## src/rtl/i2cs_pkg.sv

```systemverilog
package i2cs_pkg;
  localparam int unsigned BYTE_W = 8;
  localparam int unsigned ADDR_W = 7;
  localparam int unsigned CNT_W  = $clog2(BYTE_W + 1);

  typedef enum logic [2:0] {
    ST_PARK,   // bit clock gated off, waiting for START
    ST_ADDR,   // shifting in address + R/W
    ST_AACK,   // driving address acknowledge
    ST_WDATA,  // shifting in a write byte
    ST_WACK,   // driving write acknowledge
    ST_RDATA,  // shifting out a read byte
    ST_RACK    // sampling master acknowledge
  } phase_t;
endpackage

```

## src/rtl/i2cs_sync.sv

```systemverilog
module i2cs_sync #(
  parameter int unsigned STAGES = 2
) (
  input  logic clk,
  input  logic rst,
  input  logic din,
  output logic lvl,
  output logic prv
);
  logic [STAGES-1:0] q;

  for (genvar i = 0; i < STAGES; i++) begin : g_stage
    if (i == 0) begin : g_first
      always_ff @(posedge clk) begin
        if (rst) q[i] <= 1'b1;
        else     q[i] <= din;
      end
    end else begin : g_next
      always_ff @(posedge clk) begin
        if (rst) q[i] <= 1'b1;
        else     q[i] <= q[i-1];
      end
    end
  end

  always_ff @(posedge clk) begin
    if (rst) prv <= 1'b1;
    else     prv <= q[STAGES-1];
  end

  assign lvl = q[STAGES-1];
endmodule

```

## src/rtl/i2cs_cond.sv

```systemverilog
module i2cs_cond (
  input  logic clk,
  input  logic rst,
  input  logic scl_lvl,
  input  logic scl_prv,
  input  logic sda_lvl,
  input  logic sda_prv,
  output logic scl_rise,
  output logic scl_fall,
  output logic start_ev,
  output logic stop_ev
);
  logic scl_high2;
  logic stop_raw;
  logic same_high;  // set by a START until SCL next falls

  assign scl_high2 = scl_lvl & scl_prv;
  assign scl_rise  = scl_lvl & ~scl_prv;
  assign scl_fall  = ~scl_lvl & scl_prv;
  assign start_ev  = scl_high2 & sda_prv & ~sda_lvl;
  assign stop_raw  = scl_high2 & ~sda_prv & sda_lvl;
  assign stop_ev   = stop_raw & ~same_high;

  always_ff @(posedge clk) begin
    if (rst)           same_high <= 1'b0;
    else if (start_ev) same_high <= 1'b1;
    else if (scl_fall) same_high <= 1'b0;
  end
endmodule

```

## src/rtl/i2cs_engine.sv

```systemverilog
module i2cs_engine
  import i2cs_pkg::*;
(
  input  logic              clk,
  input  logic              rst,
  input  logic [ADDR_W-1:0] dev_addr,
  input  logic              sda_lvl,
  input  logic              scl_rise,
  input  logic              scl_fall,
  input  logic              start_ev,
  input  logic              stop_ev,
  input  logic [BYTE_W-1:0] tx_data,
  output logic              sda_oe,
  output logic              rx_valid,
  output logic [BYTE_W-1:0] rx_data,
  output logic              ack_phase,
  output logic              tx_load,
  output logic              start_flag,
  output logic              stop_flag,
  output logic              abort_flag
);
  localparam logic [CNT_W-1:0] FULL    = CNT_W'(BYTE_W);
  localparam logic [CNT_W-1:0] PARTIAL = CNT_W'(2);

  phase_t             phase;
  logic [CNT_W-1:0]   cnt;
  logic [BYTE_W-1:0]  rx_sh;
  logic [BYTE_W-1:0]  tx_sh;
  logic               rw;
  logic               m_ack;
  logic               bit_en;
  logic               rise_g;
  logic               fall_g;
  logic               exp_bit;
  logic               gcall;
  logic               mid_byte;

  // gated bit clock: parked interface sees no SCL edges
  assign bit_en   = (phase != ST_PARK);
  assign rise_g   = scl_rise & bit_en;
  assign fall_g   = scl_fall & bit_en;
  assign exp_bit  = dev_addr[3'd6 - cnt[2:0]];
  assign gcall    = (cnt == CNT_W'(ADDR_W - 1)) && (rx_sh[ADDR_W-2:0] == '0) && !sda_lvl;
  assign mid_byte = bit_en && (cnt >= PARTIAL);

  always_ff @(posedge clk) begin
    if (rst) begin
      phase      <= ST_PARK;
      cnt        <= '0;
      rx_sh      <= '0;
      tx_sh      <= '0;
      rw         <= 1'b0;
      m_ack      <= 1'b0;
      sda_oe     <= 1'b0;
      rx_valid   <= 1'b0;
      rx_data    <= '0;
      ack_phase  <= 1'b0;
      tx_load    <= 1'b0;
      start_flag <= 1'b0;
      stop_flag  <= 1'b0;
      abort_flag <= 1'b0;
    end else begin
      rx_valid   <= 1'b0;
      ack_phase  <= 1'b0;
      tx_load    <= 1'b0;
      start_flag <= 1'b0;
      stop_flag  <= 1'b0;
      abort_flag <= 1'b0;
      if (start_ev) begin
        start_flag <= 1'b1;
        abort_flag <= mid_byte;
        phase      <= ST_ADDR;
        cnt        <= '0;
        sda_oe     <= 1'b0;
      end else if (stop_ev) begin
        stop_flag  <= bit_en;
        abort_flag <= mid_byte;
        phase      <= ST_PARK;
        cnt        <= '0;
        sda_oe     <= 1'b0;
      end else if (rise_g) begin
        unique case (phase)
          ST_ADDR: begin
            rx_sh <= {rx_sh[BYTE_W-2:0], sda_lvl};
            cnt   <= cnt + 1'b1;
            if (cnt < CNT_W'(ADDR_W)) begin
              if ((sda_lvl != exp_bit) || gcall) begin
                phase <= ST_PARK;
                cnt   <= '0;
              end
            end else begin
              rw <= sda_lvl;
            end
          end
          ST_WDATA: begin
            rx_sh <= {rx_sh[BYTE_W-2:0], sda_lvl};
            cnt   <= cnt + 1'b1;
          end
          ST_RDATA: cnt   <= cnt + 1'b1;
          ST_RACK:  m_ack <= !sda_lvl;
          default: ;
        endcase
      end else if (fall_g) begin
        unique case (phase)
          ST_ADDR: begin
            if (cnt == FULL) begin
              phase  <= ST_AACK;
              sda_oe <= 1'b1;
              cnt    <= '0;
            end
          end
          ST_AACK: begin
            ack_phase <= 1'b1;
            if (rw) begin
              phase   <= ST_RDATA;
              tx_sh   <= tx_data;
              sda_oe  <= !tx_data[BYTE_W-1];
              tx_load <= 1'b1;
            end else begin
              phase  <= ST_WDATA;
              sda_oe <= 1'b0;
            end
          end
          ST_WDATA: begin
            if (cnt == FULL) begin
              rx_valid <= 1'b1;
              rx_data  <= rx_sh;
              sda_oe   <= 1'b1;
              phase    <= ST_WACK;
              cnt      <= '0;
            end
          end
          ST_WACK: begin
            ack_phase <= 1'b1;
            sda_oe    <= 1'b0;
            phase     <= ST_WDATA;
          end
          ST_RDATA: begin
            if (cnt == FULL) begin
              sda_oe <= 1'b0;
              phase  <= ST_RACK;
              cnt    <= '0;
            end else begin
              tx_sh  <= {tx_sh[BYTE_W-2:0], 1'b0};
              sda_oe <= !tx_sh[BYTE_W-2];
            end
          end
          ST_RACK: begin
            ack_phase <= 1'b1;
            if (m_ack) begin
              phase   <= ST_RDATA;
              tx_sh   <= tx_data;
              sda_oe  <= !tx_data[BYTE_W-1];
              tx_load <= 1'b1;
            end else begin
              phase <= ST_PARK;
            end
          end
          default: ;
        endcase
      end
    end
  end
endmodule

```

## src/rtl/i2cs_front.sv

```systemverilog
module i2cs_front
  import i2cs_pkg::*;
#(
  parameter logic [ADDR_W-2:0] ADDR_HI     = 6'b011100,
  parameter int unsigned       SYNC_STAGES = 2
) (
  input  logic              clk,
  input  logic              rst,
  input  logic              scl_i,
  input  logic              sda_i,
  input  logic              addr_sel,
  input  logic [BYTE_W-1:0] tx_data,
  output logic              sda_oe,
  output logic              rx_valid,
  output logic [BYTE_W-1:0] rx_data,
  output logic              ack_phase,
  output logic              tx_load,
  output logic              start_flag,
  output logic              stop_flag,
  output logic              abort_flag
);
  logic scl_lvl, scl_prv, sda_lvl, sda_prv;
  logic scl_rise, scl_fall, start_ev, stop_ev;
  logic [ADDR_W-1:0] dev_addr;

  assign dev_addr = {ADDR_HI, addr_sel};

  i2cs_sync #(.STAGES(SYNC_STAGES)) u_scl_sync (
    .clk(clk), .rst(rst), .din(scl_i), .lvl(scl_lvl), .prv(scl_prv)
  );

  i2cs_sync #(.STAGES(SYNC_STAGES)) u_sda_sync (
    .clk(clk), .rst(rst), .din(sda_i), .lvl(sda_lvl), .prv(sda_prv)
  );

  i2cs_cond u_cond (
    .clk(clk), .rst(rst),
    .scl_lvl(scl_lvl), .scl_prv(scl_prv),
    .sda_lvl(sda_lvl), .sda_prv(sda_prv),
    .scl_rise(scl_rise), .scl_fall(scl_fall),
    .start_ev(start_ev), .stop_ev(stop_ev)
  );

  i2cs_engine u_engine (
    .clk(clk), .rst(rst), .dev_addr(dev_addr), .sda_lvl(sda_lvl),
    .scl_rise(scl_rise), .scl_fall(scl_fall),
    .start_ev(start_ev), .stop_ev(stop_ev), .tx_data(tx_data),
    .sda_oe(sda_oe), .rx_valid(rx_valid), .rx_data(rx_data),
    .ack_phase(ack_phase), .tx_load(tx_load),
    .start_flag(start_flag), .stop_flag(stop_flag), .abort_flag(abort_flag)
  );
endmodule

```

## config.mk

```make
export PLATFORM = sky130hd
export DESIGN_NAME = i2cs_front
export DESIGN_NICKNAME = d
export VERILOG_FILES = /design/src/rtl/i2cs_pkg.sv /design/src/rtl/i2cs_sync.sv /design/src/rtl/i2cs_cond.sv /design/src/rtl/i2cs_engine.sv /design/src/rtl/i2cs_front.sv
export SDC_FILE = /design/constraint.sdc
export NUM_CORES = 1
export LEC_CHECK = 0
export BUFFER_PORTS_ARGS = -buffer_cell sky130_fd_sc_hd__buf_2
export CORE_AREA = 2 2 71 73
export CTS_CLUSTER_DIAMETER = 100
export DETAILED_ROUTE_END_ITERATION = 6
export DIE_AREA = 0 0 73 75
export PLACE_DENSITY = 0.77
export SLEW_MARGIN = 30
export SYNTH_ARGS = -nofsm -noshare
export SYNTH_HDL_FRONTEND = slang
export SYNTH_HIERARCHICAL = 1
export SYNTH_SLANG_ARGS = --single-unit
```

## constraint.sdc

```tcl
create_clock -name clk -period 1.8 [get_ports clk]
set_input_delay 0.09 -clock clk [delete_from_list [all_inputs] [get_ports clk]]
set_output_delay 0.09 -clock clk [all_outputs]
set_load 0.1 [all_outputs]
```

* Word-level counts from Yosys, hierarchy flattened *
Index checks and enable logic that the tools add are counted.

cells by class
  add/subtract/negate cells = 2
  order comparisons = 3
  equal/unequal tests = 28
  multiplexer cells = 41
  bitwise gates (word level) = 21
  reductions and logical operators = 33

operators by type and width
  kind                  number
  $mux W3               10
  $mux W4               6
  $reduce_and A8 Y1     3
  $mux W7               3
  $pmux W7 S3           1
  $pmux W3 S6           1
  $mux W1               16
  $ne A5 B3 Y1 const B  3
  $ne A4 B4 Y1 const B  3
  $reduce_and A4 Y1     3
  $reduce_or A3 Y1      4
  $not A1 Y1            11
  $and A1 B1 Y1         10
  $reduce_and A5 Y1     2
  $eq A3 B3 Y1 const B  3
  $ne A3 B1 Y1 const B  3
  $ne A9 B9 Y1 const B  1
  $ne A2 B2 Y1 const B  4
  $pmux W4 S2           1
  $reduce_bool A2 Y1    4
  $ne A7 B7 Y1 const B  1
  $eq A3 B2 Y1 const B  2
  $logic_not A6 Y1      1
  $ne A2 B1 Y1 const B  3
  23 further kinds      29

word-level totals
  flip-flop bits (word level) = 46
  input bits = 13
  output and inout bits = 15
  logic and storage cells = 150

* Logic depth before layout (Yosys ltp) *
Gate-level depths: netlist (run 1).

  depth in word-level cells = 11
  depth in mapped cells = 9

* Hierarchy *
The synthesis (run 1) kept the hierarchy.

modules (own cells, without submodules)
  module       instances  cells each  area each (um^2)  seq. area each (um^2)
  i2cs_engine  1          233         2077.0            780.7
  i2cs_sync    2          6           78.8              60.1
  i2cs_cond    1          9           92.6              20.0
  i2cs_front   1          2           7.5               0.0

* Worst setup path before layout (run 1) *
OpenSTA, ideal clock, no wires.

  path kind = register to register
  from = register u_engine.cnt[0]
  to = register u_engine.cnt[3]
  data arrival time = 1.790 ns
  required time = 1.669 ns
  setup slack = -0.121 ns
  cell stages (with the launch flop) = 9
  path buffers = 1
  path through = dfxtp_1 > buf_6 > inv_1 > ha_1 > inv_1 > o221a_2 > o21a_2 > o41ai_1 > nand3_1

on the way
  word-level cells in the longest chain between the ends = 9
  elaborated cells between the ends (all ways) = 17

ends and longest elaborated chain
  element                        line               source
  start: declaration             i2cs_engine.sv:26  logic [CNT_W-1:0] cnt;
  start signal: assignment       i2cs_engine.sv:85  cnt <= cnt + 1'b1;
  start signal: assignment       i2cs_engine.sv:97  cnt <= cnt + 1'b1;
  start signal: assignment       i2cs_engine.sv:99  ST_RDATA: cnt <= cnt + 1'b1;
  $sub A3 B3 Y3                  i2cs_engine.sv:42  assign exp_bit = dev_addr[3'd6 - cnt[2:0]];
  $bmux W1 S3                    i2cs_engine.sv:42
  $mux W1 (implied by the code)  i2cs_engine.sv:42
  $ne A1 B1 Y1                   i2cs_engine.sv:87  if ((sda_lvl != exp_bit) || gcall) begin
  $logic_or A1 B1 Y1             i2cs_engine.sv:87
  $mux W4                        i2cs_engine.sv:87
  $mux W4                        i2cs_engine.sv:86  if (cnt < CNT_W'(ADDR_W)) begin
  $pmux W4 S2                    i2cs_engine.sv:82  unique case (phase)
  $mux W4                        i2cs_engine.sv:81  end else if (rise_g) begin

Parallel ways exist; a longest one is shown, timed or not. The select of a mux whose other input is x is not followed.
A chain may end at the register's enable or synchronous reset.

* Worst setup path after layout (run 1) *
  from = register u_engine.cnt[0]
  to = register u_engine.cnt[0]

Same word-level chain as after synthesis.

==> reports/summary.md, run 1 <==
For this run, the post-layout net count is 328. Compared with the post-synthesis result, the final layout area differs by 26.7%. The worst pin sits at a relative slew slack of 65.2%. The first detailed-routing pass took 4 iterations.

The logs give 8660 µm for the first-pass GRT wire length and 39.4% for the clock group share of total power. After synthesis the netlist holds a flip-flop and latch count of 46. TritonCTS built the clock tree. The total inserted antenna cells was 0; the initial DRC count was 145.

TritonCTS created 5 clock buffers. The critical path goes through buf_4 > mux4_2 > nor2_4 > nor3_2 > nor4_2 > o31ai_1. The run gives -0.00833 ns as the worst setup slack after layout. In this run, synthesis inferred 0 flip-flops with an integrated enable. The tools report the sort of element at the start of the critical path as a flip-flop. Measured along the y axis, the die boundary spans 75 µm.

The classification of the worst-slack hold path is in -> reg. The count of buffers added on input and output ports is 27. From left edge to right edge, the die measures 73 µm. The peak supply drop came out at 0.524 mV. The checks that failed: negative setup slack.

For this run, the register share of the synthesized area comes to 39.4%. The clock reaches the later pin of the worst-skew pair after 0.30 ns. In this run the static leakage power is 0.00126 µW. The highest net fanout along the worst path was 5.

The tools report the initial core utilization as 50.1%. For the final core utilization, the log shows 63.5%. The count of buffers added by post-CTS timing repair for setup is 0.

The tools report the number of antenna violations at the first check in global routing as 0. For this run, design rule violations remaining after detail routing come to 0. The share of total power dissipated in sequential elements is 53.0%. The total power divided by cell area was 660 mW/mm². The run gives 7.6% as the combinational group share of total power. The vias after detailed routing is 2031, and the required time of the critical path is 1.99 ns.

The tools report the critical path endpoint category as a flip-flop. The number of failing hold endpoints at the final stage was 0. In the final routed layout, each cell accounts on average for 14.4 µm. Number of standard cells in the layout, taps in and fillers out: 367. Clock-pin slew was measured on the worst setup and hold paths at 0.09 ns. The switching share of power works out to 22.5%. The tools report the max-cap violation count as 0. Global routing used 20.5% of the available tracks.

The detailed placement HPWL is 3820 µm. The logs give 1950 µW for the overall power of the completed layout and 46 for the number of sinks on the clock net. Setup repair after global routing could not meet its margin everywhere. Summed over all layers, the routed wires come to 5270 µm. Leaving out fill and tap cells, the most frequent cell in the layout is dfxtp_1. The core region is 0.00466 mm². The top-level port count is 28, and the share of the cycle needed by the critical path after routing is 100%. Using the TritonRoute via totals, the vias-per-cell ratio works out to 5.53. Clock tree root buffer cell: clkbuf_8. In this run the remaining antenna-violating nets after routing total 0.

The run gives 25 as the placement row count. The largest individual stage delay along the critical path comes from the cell mux4_2. The deepest clock path buffer count came out at 2. The critical path is of the reg -> reg type.

The analysis attributes to net switching a power of 439 µW. The area enclosed by the die boundary was 0.00548 mm²; the shortest period the worst path allows was 1.81 ns. The average instance in the mapped netlist occupies 9.12 µm².

The cell area that synthesis handed to floorplanning was 0.00233 mm². For the number of global-route vias before repair, the log shows 1868. The run finished, with violations left. STA puts the critical path data arrival time at 2.00 ns. For this run, the leading register cell type out of synthesis is dfxtp_1.

Of all flip-flops after synthesis, the portion carrying an async set or reset was 0%. During synthesis, Yosys emitted a total of 6 warnings. Family with the most delay on the worst path: simple AND/OR/NAND/NOR gates.

The tools report the number of max-slew violations in the final report as 0. The last weighted congestion value of the routability-driven placer was 0.883; the transition at the pin with the smallest max-transition slack was 0.518 ns. Leaving out fill and tap cells, the most frequent cells in the layout are 38 x dfxtp_1, 32 x nor2_1, 28 x buf_4. Synthesis handed over a netlist of 256 instances. Setup violations remaining at the end of the flow were counted as 3. The internal power of the cells totals 1510 µW. The H-tree depth is 2, and the buffering stage count on the worst path with inverters included is 1. The fraction of layout cells with a size suffix above 1 was 33.9%.

Synthesis instantiated 64 different standard cells from the library. For this run, the slowest stage of the critical path takes 0.53 ns. The number of placed instances, taps included, is 357.

The highest attainable clock frequency was 553 MHz. Entering global routing, the biggest net connects 20 pins. Final hold analysis gives a worst-case slack of 0.0581 ns.

For the final database, setup skew stands at 0.00549 ns. After global routing the overflow that remains totals 0.
synthesized netlist by cell type, drive strengths merged, types with 2 or more instances:
cell type | number | area (µm²)
a211oi | 8 | 65.1
a21oi | 8 | 40.0
and2 | 4 | 25.0
and2b | 2 | 17.5
and4 | 2 | 18.8
buf | 9 | 60.1
clkbuf | 6 | 42.5
conb | 2 | 7.51
dfxtp | 46 | 921
ha | 3 | 37.5
inv | 10 | 37.5
mux2i | 24 | 240
nand2 | 9 | 36.3
nand2b | 2 | 12.5
nand3 | 9 | 45.0
nand3b | 3 | 22.5
nand4 | 3 | 25.0
nor2 | 35 | 134
nor2b | 4 | 32.5
nor3 | 9 | 45.0
nor3b | 4 | 30.0
nor4 | 4 | 31.3
nor4b | 3 | 32.5
o21ai | 8 | 40.0
o31ai | 4 | 30.0
or2 | 6 | 37.5
or3 | 3 | 23.8
or4 | 2 | 15.0
repair_timing:
| action | 4_1_cts | 5_1_grt |
|---|---|---|
| cloned | 0 | 0 |
| resized for setup | 10 | 13 |
| pin swaps | 6 | 7 |
| hold endpoints to repair | 2 | 0 |
| hold buffers | 2 | 0 |
| setup endpoints to repair | 22 | 30 |
power by group through the flow:
stage / Clock (µW) / Combinational (µW) / Sequential, µW
after floorplan: 0 / 74.8 / 1060
after global placement: 0 / 134 / 1060
after detailed placement: 0 / 136 / 1060
after CTS: 785 / 143 / 1030
after global routing: 819 / 161 / 1030
final: 769 / 149 / 1030
registers in the layout (all words and copies together) (netlist names), 3 cells and up:
signal,count
u_engine/rx_data,8
u_engine/tx_sh,7
u_engine/phase,3
u_engine/rx_sh,8
u_engine/cnt,4
stage by stage:
step                worst slack, ns  instance area, µm²  setup TNS [ns]
CTS                         -0.0126                2920         -0.0288
global placement            -0.0556                2750          -0.455
floorplan                   0.00109                2390               0
global route                 -0.102                2960          -0.508
detailed placement          -0.0717                2750           -1.08
finish                     -0.00833                2960         -0.0171
kinds of logic after synthesis:
group / synth area share [%]
adder cells (fa/ha/maj): 1.61
AO/OA/AOI/OAI: 13.1
multiplexers: 11.3
flip-flops: 39.4
buffers and inverters: 6.00
AND/OR/NAND/NOR: 27.5
XOR/XNOR: 0.750
other: 0.322
worst min-delay path, delay by kind of cell:
kind	cells	cell delay [ns]
AOI/OAI and AO/OA	1	0.06
and+or+nand+nor	1	0.06
buffers and inverters	1	0.10
area by class of cell:
type | count | area [µm²]
fillers | 387 | 1700
clock inverters | 3 | 43.8
clock buffers | 5 | 68.8
multi-input cells | 189 | 1390
well taps | 54 | 67.6
flip-flops and latches | 46 | 933
inverters | 10 | 40.0
repair buffers | 60 | 417
per-layer routing:
metal	vias to the layer above	GRT usage, %	wire length [µm]
met4	0	4.32	40
li1	1028	-	-
met2	57	34.1	2490
met3	6	4.02	317
met1	940	27.7	2420
met5	-	0	0
path summary, 6_finish.rpt:
path	startpoint	to	slack, ns	depth (start not counted)
worst max-delay path	u_engine/cnt[0]$_SDFFE_PP0P_	u_engine/cnt[0]$_SDFFE_PP0P_	-0.008	6
worst min-delay path	tx_data[0]	u_engine/tx_sh[0]$_SDFFE_PP0P_	0.06	3
worst max register to register	u_engine/cnt[0]$_SDFFE_PP0P_	u_engine/cnt[0]$_SDFFE_PP0P_	-0.008	6
worst min register to register	u_sda_sync/q[0]$_SDFF_PP1_	u_sda_sync/lvl$_SDFF_PP1_	0.41	1
Note: power is estimated with default switching activity, not from simulation.
==> run 2: changes to the inputs <==
CORE_AREA = 2 2 80 82   (was 2 2 71 73)
DIE_AREA = 0 0 82 84   (was 0 0 73 75)
PLACE_DENSITY = 0.63   (was 0.77)
==> reports/summary.md, run 2 (synthesized netlist as in run 1, its figures left out) <==
The count of TritonRoute iterations in the first routing pass was 4 (unchanged); the minimum hold slack was 0.0436 ns (was 0.0581 ns). Commonest cells after routing, fill and taps aside: 37 x dfxtp_1, 35 x buf_4, 32 x nor2_1 (was 38 x dfxtp_1, 32 x nor2_1, 28 x buf_4). Overall die height: 84 µm (was 75 µm). For the highest attainable clock frequency, the log shows 559 MHz (was 553 MHz).

The worst setup slack after layout came out at 0.0107 ns (was -0.00833 ns). The run gives 16.3% (was 20.5%) as the overall routing resource usage. The clock latency on the worst-skew pair was 0.31 ns (was 0.30 ns). The final worst clock skew was 0.00606 ns (was 0.00549 ns). The clock transition time at the flip-flop clock pins of the worst setup and hold paths is 0.09 ns (about the same).

Sort of element at the start of the critical path: a flip-flop (unchanged). The shortest period the worst path allows is 1.79 ns (was 1.81 ns), and the total inserted antenna cells is 0 (unchanged). Pre-CTS worst setup slack: -0.113 ns (was -0.0717 ns).

The timing startpoint of the critical path is u_sda_sync/prv$_SDFF_PP1_ (was u_engine/cnt[0]$_SDFFE_PP0P_). The tools report the startpoint of the most critical register-to-register path as u_sda_sync/prv$_SDFF_PP1_ (was u_engine/cnt[0]$_SDFFE_PP0P_). The first-pass GRT wire length came out at 8780 µm (was 8660 µm).

Setup repair after global routing could not meet its margin everywhere. The logs give 38.3% (was 50.1%) for the initial core utilization and 80 (was 145) for the initial DRC count. For the max-cap violation count, the log shows 0 (unchanged). The most common cell after layout, fill and taps aside was dfxtp_1 (unchanged). The number of antenna violations at the first check in global routing came out at 0 (unchanged). The share of the cycle needed by the critical path after routing works out to 99.4% (was 100%). The number of nets with antenna violations after detailed routing is 0 (unchanged).

Critical path endpoint category: a flip-flop (unchanged). For the max-slew headroom at the worst pin, the log shows 63.0% (was 65.2%). The logs give 3800 µm (was 3820 µm) for the detailed placement HPWL and 29 (was 25) for the placement row count. The final design instance area without fill was 0.00311 mm² (was 0.00296 mm²). The top-level port count came out at 28 (unchanged).

The run finished with clean final reports. The clock tree root buffer cell was clkbuf_8 (unchanged). Regs by FF count: u_engine/rx_data: 8 flops, u_engine/rx_sh: 8 flops, u_engine/tx_sh: 7 flops (unchanged). Number of max-slew violations in the final report: 0 (unchanged).

The classification of the worst-slack hold path was in -> reg (unchanged). For the number of buffers created by CTS, the log shows 5 (unchanged). The final-stage net count is 337 (was 328).

The terminus of the critical flop-to-flop path is u_engine/cnt[3]$_SDFFE_PP0P_ (was u_engine/cnt[0]$_SDFFE_PP0P_). Number of sinks on the clock net: 46 (unchanged). The layout filler cell count was 579 (was 387). The area added between synthesis and finish was 33.3% (was 26.7%); the H-tree depth was 2 (unchanged).

The final setup violation count was 0 (was 3); the fraction of layout cells with a size suffix above 1 was 36.3% (was 33.9%). Class of the most critical setup path: reg -> reg (unchanged). The worst-case register-to-register setup slack was 0.01 ns (was -0.008 ns); the leakage power total was 0.00133 µW (was 0.00126 µW). The required time of the critical path was 2.05 ns (was 1.99 ns). The horizontal extent of the die was 82 µm (was 73 µm).

Last element of the critical path: u_engine/cnt[3]$_SDFFE_PP0P_ (was u_engine/cnt[0]$_SDFFE_PP0P_). The average via count per standard cell was 5.18 (was 5.53); the area enclosed by the die boundary was 0.00689 mm² (was 0.00548 mm²). The wire length per cell after detailed routing was 13.3 µm (was 14.4 µm); the deepest clock path buffer count was 2 (unchanged). The total power divided by cell area works out to 642 mW/mm² (was 660 mW/mm²).

Depth of the most critical reg-to-reg path: 6 (unchanged). The number of failing hold endpoints at the final stage is 0 (unchanged), and the largest net degree at the start of global routing is 31 (was 20). The transition at the pin with the smallest max-transition slack works out to 0.551 ns (was 0.518 ns).

The total placed instance area is 0.00280 mm² (was 0.00275 mm²). The highest net fanout along the worst path is 5 (unchanged), and the peak supply drop is 0.467 mV (was 0.524 mV). The run gives 0.00610 mm² (was 0.00466 mm²) as the area of the core. TritonCTS built the clock tree. The sum of overflow across all layers after global routing was 0 (unchanged).

The number of global-route vias before repair was 1888 (was 1868). The total of buffers placed on input and output ports is 27 (unchanged), and the vias after detailed routing is 2065 (was 2031). The run gives 2.04 ns (was 2.00 ns) as the worst path arrival time. The run gives 0 (unchanged) as the remaining routing DRC violations. The wire length after detailed routing is 5310 µm (was 5270 µm), and the last weighted congestion value of the routability-driven placer is 0.837 (was 0.883).
run 2: cell type report:
| type | instances | area [µm²] | area share, % |
|---|---|---|---|
| clock buffers | 5 | 68.8 | 2.21 |
| clock inverters | 3 | 48.8 | 1.57 |
| inverters | 10 | 40.0 | 1.29 |
| multi-input cells | 189 | 1420 | 45.6 |
| flip-flops and latches | 46 | 940 | 30.2 |
| well taps | 77 | 96.3 | 3.10 |
| repair buffers | 69 | 500 | 16.1 |
run 2: worst max-delay path, cell delays in order, from the launching register on:
cell and delay [ns]:
dfxtp_2 0.35, nor3b_4 0.17, or3_4 0.38, or4_1 0.55
nor2_2 0.12, o41ai_2 0.07, nand3_1 0.09
run 2: metrics by stage:
step           util (%)  cells  TNS [ns]  power, µW
3_3_place_gp       45.9    381     -1.26       1200
2_1_floorplan         -    260         0       1130
5_1_grt            51.0    399    -0.422       2080
3_5_place_dp       45.9    381     -1.99       1200
6_report           51.0    399         0       2000
4_1_cts            49.9    393   -0.0244       2010
run 2: power by group:
group,internal [µW],leakage (µW),switching (µW)
clock,423,0.0000563,386
combinational,78.2,0.000898,77.3
sequential,1020,0.000374,9.84
total,1520,0.00133,474
run 2: timing repair:
action                                  in CTS  in global routing
buffers inserted                             2                  6
pin swaps                                   10                  5
gates resized for setup                     26                  8
hold buffers                                 2                  0
endpoints found under the hold margin        2                  0
endpoints found under the setup margin      30                 24
run 2: worst min-delay path by stage:
stage,to,slack [ns],from,cells past startpoint
after floorplan,u_cond/same_high$_SDFFE_PP0P_,0.15,rst,1
after global placement,u_scl_sync/q[0]$_SDFF_PP1_,0.27,scl_i,2
after detailed placement,u_scl_sync/q[0]$_SDFF_PP1_,0.27,scl_i,2
after CTS,u_engine/tx_sh[0]$_SDFFE_PP0P_,0.04,tx_data[0],3
after global routing,u_engine/tx_sh[0]$_SDFFE_PP0P_,0.05,tx_data[0],3
final,u_engine/tx_sh[0]$_SDFFE_PP0P_,0.04,tx_data[0],3
run 2: metal layers:
metal,routed length (µm),vias to the layer above,track usage (%),share of wire (%)
met5,0,-,0,0
met3,220,9,3.03,4.1
met4,92,0,6.36,1.7
li1,-,1046,-,-
met1,2490,967,21.8,47
met2,2500,43,25.7,47
